<file path="src/rtl/lockdet_pkg.sv">
`timescale 1ns/1ps
package lockdet_pkg;
  typedef enum logic [2:0] {
    OP_NONE  = 3'd0,
    OP_STORE = 3'd1,
    OP_TAS   = 3'd2,
    OP_SWAP  = 3'd3,
    OP_CAS   = 3'd4
  } mem_op_e;

  typedef enum logic [2:0] {
    EV_ACQUIRE   = 3'd0,
    EV_REL_STORE = 3'd1,
    EV_REL_PAIR  = 3'd2,
    EV_REL_OTHER = 3'd3,
    EV_REL_CROSS = 3'd4
  } evt_kind_e;

  function automatic logic is_atomic(logic [2:0] op);
    return (op == OP_TAS) || (op == OP_SWAP) || (op == OP_CAS);
  endfunction
endpackage

</file>
<file path="src/rtl/lockdet_entry.sv">
`timescale 1ns/1ps
module lockdet_entry
  import lockdet_pkg::*;
#(
  parameter int ID     = 0,
  parameter int CPU_W  = 2,
  parameter int ADDR_W = 32,
  parameter int DATA_W = 32,
  parameter int WIN    = 16384,
  parameter int CNT_W  = 15
) (
  input  logic              clk_i,
  input  logic              rst_ni,
  input  logic              valid_i,
  input  logic [CPU_W-1:0]  cpu_i,
  input  logic              retired_i,
  input  logic [2:0]        op_i,
  input  logic [ADDR_W-1:0] addr_i,
  input  logic [DATA_W-1:0] old_i,
  input  logic [DATA_W-1:0] new_i,
  input  logic              set_i,
  input  logic              clr_i,
  output logic              busy_o,
  output logic [ADDR_W-1:0] addr_o,
  output logic              own_rel_o,
  output logic              own_pair_o,
  output logic              cross_rel_o,
  output logic              acq_req_o,
  output logic [CNT_W-1:0]  len_o
);
  logic              busy_q;
  logic [ADDR_W-1:0] addr_q;
  logic [DATA_W-1:0] pre_q;
  logic [CNT_W-1:0]  cnt_q;
  logic own, hit, atom, wr, restores;

  assign own      = valid_i && (cpu_i == CPU_W'(ID));
  assign hit      = busy_q && (addr_i == addr_q);
  assign atom     = is_atomic(op_i);
  assign wr       = atom || (op_i == OP_STORE);
  assign restores = (new_i == pre_q);

  assign own_rel_o   = own && hit && (atom || ((op_i == OP_STORE) && restores));
  assign own_pair_o  = restores;
  assign cross_rel_o = valid_i && !own && hit && wr && restores;
  assign acq_req_o   = own && !busy_q && atom && (new_i != old_i);
  assign len_o       = cnt_q + CNT_W'(own && retired_i);
  assign busy_o      = busy_q;
  assign addr_o      = addr_q;

  always_ff @(posedge clk_i or negedge rst_ni) begin
    if (!rst_ni) begin
      busy_q <= 1'b0;
      addr_q <= '0;
      pre_q  <= '0;
      cnt_q  <= '0;
    end else if (clr_i) begin
      busy_q <= 1'b0;
    end else if (set_i) begin
      busy_q <= 1'b1;
      addr_q <= addr_i;
      pre_q  <= old_i;
      cnt_q  <= '0;
    end else if (busy_q && own && retired_i) begin
      // window expiry drops the entry silently
      if (cnt_q == CNT_W'(WIN - 1)) busy_q <= 1'b0;
      else                          cnt_q  <= cnt_q + 1'b1;
    end
  end

  AST_SET_ONLY_FREE: assert property (@(posedge clk_i) disable iff (!rst_ni)
    set_i |-> !busy_q);
  AST_CNT_IN_WINDOW: assert property (@(posedge clk_i) disable iff (!rst_ni)
    busy_q |-> (cnt_q < CNT_W'(WIN)));
  AST_CLR_FREES: assert property (@(posedge clk_i) disable iff (!rst_ni)
    clr_i |=> !busy_o);
endmodule

</file>
<file path="src/rtl/lock_pair_detect.sv">
`timescale 1ns/1ps
module lock_pair_detect
  import lockdet_pkg::*;
#(
  parameter int N_CPU  = 4,
  parameter int ADDR_W = 32,
  parameter int DATA_W = 32,
  parameter int WIN    = 16384,
  localparam int CPU_W = (N_CPU > 1) ? $clog2(N_CPU) : 1,
  localparam int CNT_W = $clog2(WIN + 1)
) (
  input  logic              clk_i,
  input  logic              rst_ni,
  input  logic              beat_valid_i,
  input  logic [CPU_W-1:0]  beat_cpu_i,
  input  logic              beat_retired_i,
  input  logic [2:0]        beat_op_i,
  input  logic [ADDR_W-1:0] beat_addr_i,
  input  logic [DATA_W-1:0] beat_old_i,
  input  logic [DATA_W-1:0] beat_new_i,
  output logic              evt_valid_o,
  output logic [2:0]        evt_kind_o,
  output logic [CPU_W-1:0]  evt_cpu_o,
  output logic [ADDR_W-1:0] evt_addr_o,
  output logic [CNT_W-1:0]  evt_len_o
);
  logic [N_CPU-1:0]  ent_busy, ent_own_rel, ent_pair, ent_cross, ent_acq, ent_set, ent_clr;
  logic [ADDR_W-1:0] ent_addr [N_CPU];
  logic [CNT_W-1:0]  ent_len  [N_CPU];

  for (genvar g = 0; g < N_CPU; g++) begin : g_ent
    lockdet_entry #(
      .ID(g), .CPU_W(CPU_W), .ADDR_W(ADDR_W), .DATA_W(DATA_W), .WIN(WIN), .CNT_W(CNT_W)
    ) u_ent (
      .clk_i(clk_i), .rst_ni(rst_ni),
      .valid_i(beat_valid_i), .cpu_i(beat_cpu_i), .retired_i(beat_retired_i),
      .op_i(beat_op_i), .addr_i(beat_addr_i), .old_i(beat_old_i), .new_i(beat_new_i),
      .set_i(ent_set[g]), .clr_i(ent_clr[g]),
      .busy_o(ent_busy[g]), .addr_o(ent_addr[g]),
      .own_rel_o(ent_own_rel[g]), .own_pair_o(ent_pair[g]),
      .cross_rel_o(ent_cross[g]), .acq_req_o(ent_acq[g]), .len_o(ent_len[g])
    );
  end

  logic             rel_found;
  logic [CPU_W-1:0] rel_idx;
  logic [2:0]       rel_kind;

  // owner release first, then lowest-index cross release
  always_comb begin
    rel_found = 1'b0;
    rel_idx   = '0;
    rel_kind  = EV_REL_STORE;
    for (int i = 0; i < N_CPU; i++) begin
      if (!rel_found && ent_own_rel[i]) begin
        rel_found = 1'b1;
        rel_idx   = CPU_W'(i);
        if (beat_op_i == OP_STORE) rel_kind = EV_REL_STORE;
        else if (ent_pair[i])      rel_kind = EV_REL_PAIR;
        else                       rel_kind = EV_REL_OTHER;
      end
    end
    for (int i = 0; i < N_CPU; i++) begin
      if (!rel_found && ent_cross[i]) begin
        rel_found = 1'b1;
        rel_idx   = CPU_W'(i);
        rel_kind  = EV_REL_CROSS;
      end
    end
    ent_clr = '0;
    if (rel_found) ent_clr[rel_idx] = 1'b1;
    ent_set = rel_found ? '0 : ent_acq;
  end

  always_ff @(posedge clk_i or negedge rst_ni) begin
    if (!rst_ni) begin
      evt_valid_o <= 1'b0;
      evt_kind_o  <= '0;
      evt_cpu_o   <= '0;
      evt_addr_o  <= '0;
      evt_len_o   <= '0;
    end else begin
      evt_valid_o <= rel_found || (|ent_set);
      if (rel_found) begin
        evt_kind_o <= rel_kind;
        evt_cpu_o  <= rel_idx;
        evt_addr_o <= ent_addr[rel_idx];
        evt_len_o  <= ent_len[rel_idx];
      end else begin
        evt_kind_o <= EV_ACQUIRE;
        evt_cpu_o  <= beat_cpu_i;
        evt_addr_o <= beat_addr_i;
        evt_len_o  <= '0;
      end
    end
  end

  AST_ACQ_NEEDS_CHANGE: assert property (@(posedge clk_i) disable iff (!rst_ni)
    (evt_valid_o && evt_kind_o == EV_ACQUIRE) |->
      $past(beat_valid_i && is_atomic(beat_op_i) && beat_new_i != beat_old_i));
  AST_FAILED_SILENT: assert property (@(posedge clk_i) disable iff (!rst_ni)
    (beat_valid_i && is_atomic(beat_op_i) && beat_new_i == beat_old_i) |=>
      !(evt_valid_o && evt_kind_o == EV_ACQUIRE));
  AST_STORE_REL_ADDR: assert property (@(posedge clk_i) disable iff (!rst_ni)
    (evt_valid_o && evt_kind_o == EV_REL_STORE) |->
      ($past(beat_op_i) == OP_STORE && $past(beat_addr_i) == evt_addr_o));
  AST_CROSS_OTHER_CPU: assert property (@(posedge clk_i) disable iff (!rst_ni)
    (evt_valid_o && evt_kind_o == EV_REL_CROSS) |-> ($past(beat_cpu_i) != evt_cpu_o));
  AST_ONE_OWNER_OP: assert property (@(posedge clk_i) disable iff (!rst_ni)
    $onehot0(ent_set) && $onehot0(ent_own_rel));
endmodule

</file>
<file path="config.mk">
export PLATFORM = sky130hd
export DESIGN_NAME = lock_pair_detect
export DESIGN_NICKNAME = d
export VERILOG_FILES = /design/src/rtl/lockdet_pkg.sv /design/src/rtl/lockdet_entry.sv /design/src/rtl/lock_pair_detect.sv
export SDC_FILE = /design/constraint.sdc
export NUM_CORES = 1
export LEC_CHECK = 0
export ABC_AREA = 1
export BUFFER_PORTS_ARGS = -buffer_cell sky130_fd_sc_hd__buf_2
export CORE_MARGIN = 2
export CORE_UTILIZATION = 40
export DETAILED_ROUTE_END_ITERATION = 8
export SETUP_SLACK_MARGIN = 0.3
export SLEW_MARGIN = 20
export SYNTH_ARGS = -nofsm -noshare
export SYNTH_HDL_FRONTEND = slang
export SYNTH_SLANG_ARGS = --single-unit
</file>
<file path="constraint.sdc">
create_clock -name clk_i -period 5 [get_ports clk_i]
set_input_delay 0.5 -clock clk_i [delete_from_list [all_inputs] [get_ports clk_i]]
set_output_delay 0.5 -clock clk_i [all_outputs]
set_load 0.005 [all_outputs]
</file>
### Word-level counts from Yosys, hierarchy flattened

Index checks and enable logic that the tools add are counted.

* add/subtract/negate cells: 8
* $lt $le $gt $ge: 3
* equality and inequality tests: 24
* multiplexer cells: 73
* bitwise operators: 5
* reductions and logical operators: 117

Operator list (number)
* == test 32 bit: 8
* two-way mux 15 bit: 15
* two-way mux 32 bit: 3
* logical AND 1 bit: 68
* binary-select mux 32 bit (select 2 bit): 1
* adder 15 x 1 -> 15 bit: 4
* adder 15 x 1 -> 15 bit, second input constant: 4
* == test 15 x 14 -> 1 bit, second input constant: 4
* inequality test 32 bit: 1
* binary-select mux 15 bit (select 2 bit): 1
* two-way mux 1 bit: 30
* two-way mux 3 bit: 9
* nonzero test 3 bit: 8
* two-way mux 2 bit: 11
* AND reduction 2 bit: 8
* logical NOT 1 bit: 15
* AND reduction 3 bit: 4
* logical OR 1 bit: 8
* two-way mux 4 bit: 2
* inequality test 2 bit, second input constant: 4
* nonzero test 2 bit: 4
* == test 3 x 2 -> 1 bit, second input constant: 2
* == test 2 bit, second input constant: 2
* NOT 1 bit: 4
* 10 further kinds: 10

* flip-flop bits (word level): 373
* bits of input ports: 105
* word-level logic and storage cells: 251

### Longest topological paths before layout

* depth after elaboration: 34
* gate-level depth with buffers: 22
* gate-level depth less buffers: 21

### Cells and area by module

Synthesis repeated with hierarchy kept, for this count alone.

* cell total of the unflattened synthesis: 3107
* area, all modules: 24019.3 um^2

By module, submodules not included
* lockdet_entry at g_ent[1].u_ent ...: instances 2, cells each 609, area an instance 5018.6 um^2, seq. area each 2001.9 um^2
* lockdet_entry at g_ent[0].u_ent: instances 1, cells each 654, area an instance 5113.7 um^2, seq. area each 2001.9 um^2
* lockdet_entry at g_ent[3].u_ent: instances 1, cells each 626, area an instance 4966.0 um^2, seq. area each 2001.9 um^2
* lock_pair_detect: instances 1, cells each 609, area an instance 3902.5 um^2, seq. area each 1326.3 um^2

### Worst setup path before layout

Ideal clock, no wire load.

* kind: input to register
* from: input beat_new_i[30]
* to: register g_ent[0].u_ent.pre_q[0]
* arrival: 2.381 ns
* data required time: 4.870 ns
* setup slack: 2.488 ns
* stages on the path: 22
* buffers on the path: 5
* path through: buf_2 -> inv_1 -> nand2_1 -> nand2_1 -> nand2_1 -> nor2_1 -> nand2_1 -> nor2_1 -> nand2_1 -> nand2_1 -> nand3_2 -> nand2_4 -> nor2_8 -> nand4_4 -> nor2_4 -> buf_6 -> nand2_2 -> buf_6 -> buf_6 -> buf_6 -> nand2_1 -> o21ai_1

* word-level cells in the longest chain between the ends: 33

Ends and longest elaborated chain
* start: declaration: RTL line lock_pair_detect.sv:20 `input logic [DATA_W-1:0] beat_new_i,`
* == test 32 bit: RTL line lockdet_entry.sv:41 `assign restores = (new_i == pre_q);`
* logical AND 1 bit: RTL line lockdet_entry.sv:43 `assign own_rel_o = own && hit && (atom || ((op_i == OP_STORE) && restores));`
* logical OR 1 bit: RTL line lockdet_entry.sv:43
* logical AND 1 bit: RTL line lockdet_entry.sv:43
* two-way mux 1 bit: RTL line lock_pair_detect.sv:55 `if (!rel_found && ent_own_rel[i]) begin`
* logical NOT 1 bit: RTL line lock_pair_detect.sv:55
* logical AND 1 bit: RTL line lock_pair_detect.sv:55
* two-way mux 1 bit: RTL line lock_pair_detect.sv:55
* [17 not listed]
* two-way mux 2 bit: RTL line lock_pair_detect.sv:64 `if (!rel_found && ent_cross[i]) begin`
* less-than comparator 2 x 3 -> 1 bit (implied by the code) / >= comparator 2 x 1 -> 1 bit (equally long branches): RTL line lock_pair_detect.sv:71 `if (rel_found) ent_clr[rel_idx] = 1'b1;`
* logical AND 1 bit (implied by the code): RTL line lock_pair_detect.sv:71
* two-way mux 1 bit (implied by the code): RTL line lock_pair_detect.sv:71
* demux 1 bit (select 2 bit): RTL line lock_pair_detect.sv:71
* two-way mux 4 bit: RTL line lock_pair_detect.sv:71
* NOT 1 bit (no source line)
* AND reduction 2 bit (no source line) (*)
* end signal: assignment: RTL line lockdet_entry.sv:62 `pre_q <= old_i;`
* end: declaration: RTL line lockdet_entry.sv:33 `logic [DATA_W-1:0] pre_q;`

Mark *: on every way between the ends. The rest lies on a longest branch, timed or not.
A chain may end at the register's enable or synchronous reset.

### Worst setup path in the final report

* from: register g_ent[2].u_ent.addr_q[13]
* to: register g_ent[2].u_ent.cnt_q[4]

* word-level cells in the longest chain between the ends: 28

Ends and longest elaborated chain
* start: declaration: RTL line lockdet_entry.sv:32 `logic [ADDR_W-1:0] addr_q;`
* start signal: assignment: RTL line lockdet_entry.sv:61 `addr_q <= addr_i;`
* == test 32 bit (*): RTL line lockdet_entry.sv:38 `assign hit = busy_q && (addr_i == addr_q);`
* logical AND 1 bit (*): RTL line lockdet_entry.sv:38
* logical AND 1 bit (2 in a row): RTL line lockdet_entry.sv:43
* logical AND 1 bit: RTL line lock_pair_detect.sv:55
* two-way mux 1 bit: RTL line lock_pair_detect.sv:55
* logical NOT 1 bit: RTL line lock_pair_detect.sv:55
* logical AND 1 bit: RTL line lock_pair_detect.sv:55
* two-way mux 1 bit: RTL line lock_pair_detect.sv:55
* [11 not listed]
* two-way mux 2 bit: RTL line lock_pair_detect.sv:64
* less-than comparator 2 x 3 -> 1 bit (implied by the code) / >= comparator 2 x 1 -> 1 bit (equally long branches): RTL line lock_pair_detect.sv:71
* logical AND 1 bit (implied by the code): RTL line lock_pair_detect.sv:71
* two-way mux 1 bit (implied by the code): RTL line lock_pair_detect.sv:71
* demux 1 bit (select 2 bit): RTL line lock_pair_detect.sv:71
* two-way mux 4 bit: RTL line lock_pair_detect.sv:71
* NOT 1 bit (no source line)
* AND reduction 3 bit (no source line)
* end signal: assignment: RTL line lockdet_entry.sv:67 `else cnt_q <= cnt_q + 1'b1;`
* end: declaration: RTL line lockdet_entry.sv:34 `logic [CNT_W-1:0] cnt_q;`

Marks and branches as above.

==> flow_metrics.tcl <==
set metrics [dict create \
    synth_area_um2 20800 \
    cts_made_buffers 43 \
    synth_fp_nets 2890 \
    via_per_inst 4.90 \
    cts_setup_buffers 0 \
    layout-drive-gt1-share 0.106 \
    cts_max_level 2 \
    drv_cap 0 \
    hold_violations 4 \
    fillCellCount 5166 \
    cts_tree "done" \
    wl_met1_mm 26.1 \
    cts_buffer_depth 3 \
    grt_pass1_vias 16700 \
    switching_power_mw 2.25 \
    antenna_found_initial 4 \
    p_clk_frac 0.404 \
    yosysMostFrequentCell "nand2_1" \
    ios 158 \
    synth_edf_count 0 \
    worst-r2r-setup-slack_ps 1530 \
    startpoint_type "register" \
    seq_area_frac_synth 0.448 \
    gr-usage-all-layers 0.216 \
    crit_path_max_fanout 30 \
    comb_power_share 0.144 \
    async_flop_share 1.00 \
    cts_hold_repair.buffers 0 \
    finalSetupViolations 0 \
    syn_inst 2773 \
    crit_required_ps 5500 \
    fin_nets 2947 \
    rr_endpoint "g_ent[2].u_ent.cnt_q[4]" \
    insertion_delay_ps 600 \
    drc 0 \
    p_seq_frac 0.452 \
    r2r_cells 19 \
    max_freq_ghz 0.288 \
    place.detailed.hpwl_mm 41.1 \
    p_per_area_nw_per_um2 341 \
    core_area_um2 51400 \
    status "finished with violations" \
    period_share 0.695 \
    clk_pin_slew_ps 60 \
    worst-slew-pin-transition_ps 989 \
    peakVddDrop_mv 0.220 \
    finClkSkew_ps 31.7 \
    synth_top_area_cell "dfrtp_1" \
    slew_headroom 0.341 \
    routed_wl_mm 57.1 \
    path_class "reg2reg" \
    placement_rows 83 \
    first_pass_iters 6 \
    die_w_um 232 \
    gp_congestion 0.879 \
    min_period_ps 3470 \
    cts_resized 0 \
    final-max-slew-violation-count 0 \
    met2_length_mm 26.1 \
    synth_seq_cells 373 \
    num_vias 17300 \
    ys.flop_type "dfrtp_1" \
    hold_path.class "in2async" \
    start_util 0.405 \
    avgRoutedWirePerCell_um 16.1 \
    postRouteAntennaNets 0 \
    yosys_warnings 0 \
    die_y_um 232 \
    synth_top_cells_by_count "nand2_1 (942), dfrtp_1 (373), o21ai_0 (246), inv_1 (234), nor2_1 (211)" \
    r2r_start "g_ent[2].u_ent.addr_o[13]" \
    portBuffers 157 \
    grt_max_degree 146 \
    swShare 0.285 \
    overflow 0 \
    area_growth_pct 11.5 \
    multi_input_area_um2 9690 \
    cts.sinks 373 \
    synth_top_area_frac 0.448 \
    dieArea_um2 53900 \
    drt_iter0_drc 1383 \
    synthTopCellsByArea "dfrtp_1 (45%), nand2_1 (17%), xnor2_1 (6.0%)" \
    ys_types 42 \
    seqCellArea_um2 9330 \
    top_layer_used "met5" \
    grt_first_pass_wirelength_mm 91.3 \
    whs_ps -2.78 \
    power.internal_mw 5.66 \
    power.total_mw 7.91 \
    end_kind "register" \
    wl_met3_mm 3.02 \
    syn_avg_cell_area_um2 7.51 \
    power_leakage_nw 11.0 \
    fin_tns_setup_ps 0 \
    violations "negative hold slack" \
    arrival_ps 3970 \
    cts_root_buf "clkbuf_16" \
    rsz0062_at_grt "no" \
]
## power groups by stage
| stage | Combinational (mW) | Clock, mW | Sequential, mW |
|---|---|---|---|
| floorplan | 0.810 | 0 | 3.54 |
| global placement | 1.12 | 0 | 3.61 |
| detailed placement | 1.14 | 0 | 3.62 |
| CTS | 1.15 | 3.28 | 3.57 |
| global route | 1.31 | 3.40 | 3.61 |
| finish | 1.14 | 3.20 | 3.58 |
## layout by cell type (no fill, tap or decap), types with 2 or more instances in the layout
cell       Yosys  final
or2_2         12     12
nor4_1         6      6
dfrtp_1      373    373
xnor2_1      142    142
o211ai_1       5      5
buf_12         0      5
nor2_1       211    211
nand2_2        5      3
nor2_2         3      3
clkbuf_16      0     43
clkinv_2       0      7
o21ai_1      116    116
or2_0          6      6
clkbuf_1      66      8
nor3_1        32     32
xor2_1        88     88
inv_1        234    234
bufinv_16      0      4
a21oi_1       21     21
clkbuf_8       0      6
nand2_1      942    942
inv_6          0      2
buf_2         61    156
nand3_2        2      2
nand3_1       84     84
o21ai_2       10     10
ha_1          12     12
o21ai_0      246    246
nand3b_1       5      5
inv_2         27     27
nand4_1       18     18
nand2_4        4      6
buf_4         16      7
## flip-flops by register name, indices dropped and copies added (netlist names)
name / cells
evt_cpu_o: 2
evt_addr_o: 32
evt_valid_o: 1
g_ent.u_ent.busy_o: 4
evt_len_o: 15
evt_kind_o: 3
g_ent.u_ent.pre_q: 128
g_ent.u_ent.cnt_q: 60
g_ent.u_ent.addr_o: 128
## layout make-up
type / instances / area share
multi-input combinational: 1982 / 0.417
sequential: 373 / 0.402
clock buffer: 57 / 0.0512
inverter: 261 / 0.0422
timing repair buffer: 169 / 0.0409
tap: 680 / 0.0367
clock inverter: 15 / 0.00943
antenna: 1 / 0.000108
## critical path, stage by stage, from the launching register on
cell and delay [ps]:
dfrtp_1 370, inv_1 50, nand2_1 110, nand2_1 60
nor2_1 200, nand2_1 150, nor2_1 110, nand3_1 170
nor2_1 280, nand3_2 170, nand2_4 150, nor2_8 70
nand3b_4 80, nand2_4 80, nor2_2 530, nand2_1 210
nand2_1 110, buf_4 290, nand2_1 80, o21ai_1 90
## cells by family after synthesis
logic type,count (synthesis),synth area share
simple gates,1337,0.261
buf+inv,418,0.0866
compound gates,403,0.100
flops,373,0.448
xor+xnor,230,0.0968
fa+ha+maj,12,0.00721
## metal layers
layer  up-vias  GRT usage
met5         -          0
met4         6     0.0705
met3        98     0.0350
met2       410      0.347
met1      8102      0.296
li1       8707          -
## how the worst max path moves through the flow
| stage | depth (start not counted) | slack (ps) | from | endpoint |
|---|---|---|---|---|
| finish | 19 | 1530 | g_ent[2].u_ent.addr_o[13] | g_ent[2].u_ent.cnt_q[4] |
| global route | 16 | 1250 | g_ent[2].u_ent.addr_o[13] | g_ent[0].u_ent.cnt_q[4] |
| CTS | 15 | 1600 | g_ent[0].u_ent.addr_o[19] | g_ent[3].u_ent.cnt_q[6] |
| detailed placement | 17 | 1190 | beat_addr_i[29] | g_ent[3].u_ent.cnt_q[6] |
| global placement | 17 | 1300 | beat_addr_i[29] | g_ent[0].u_ent.cnt_q[1] |
| floorplan | 22 | 2490 | beat_new_i[30] | g_ent[0].u_ent.pre_q[0] |
## metrics by stage
stage | area [µm²] | std cells | util | setup slack [ps]
6_report | 23200 | 3538 | 0.452 | 1530
5_1_grt | 23200 | 3538 | 0.452 | 1250
4_1_cts | 23200 | 3537 | 0.451 | 1600
3_5_place_dp | 21800 | 3465 | 0.424 | 1190
3_3_place_gp | 21800 | 3465 | 0.424 | 1300
2_1_floorplan | 20800 | 2773 | - | 2490
(Power assumes the default switching activity.)
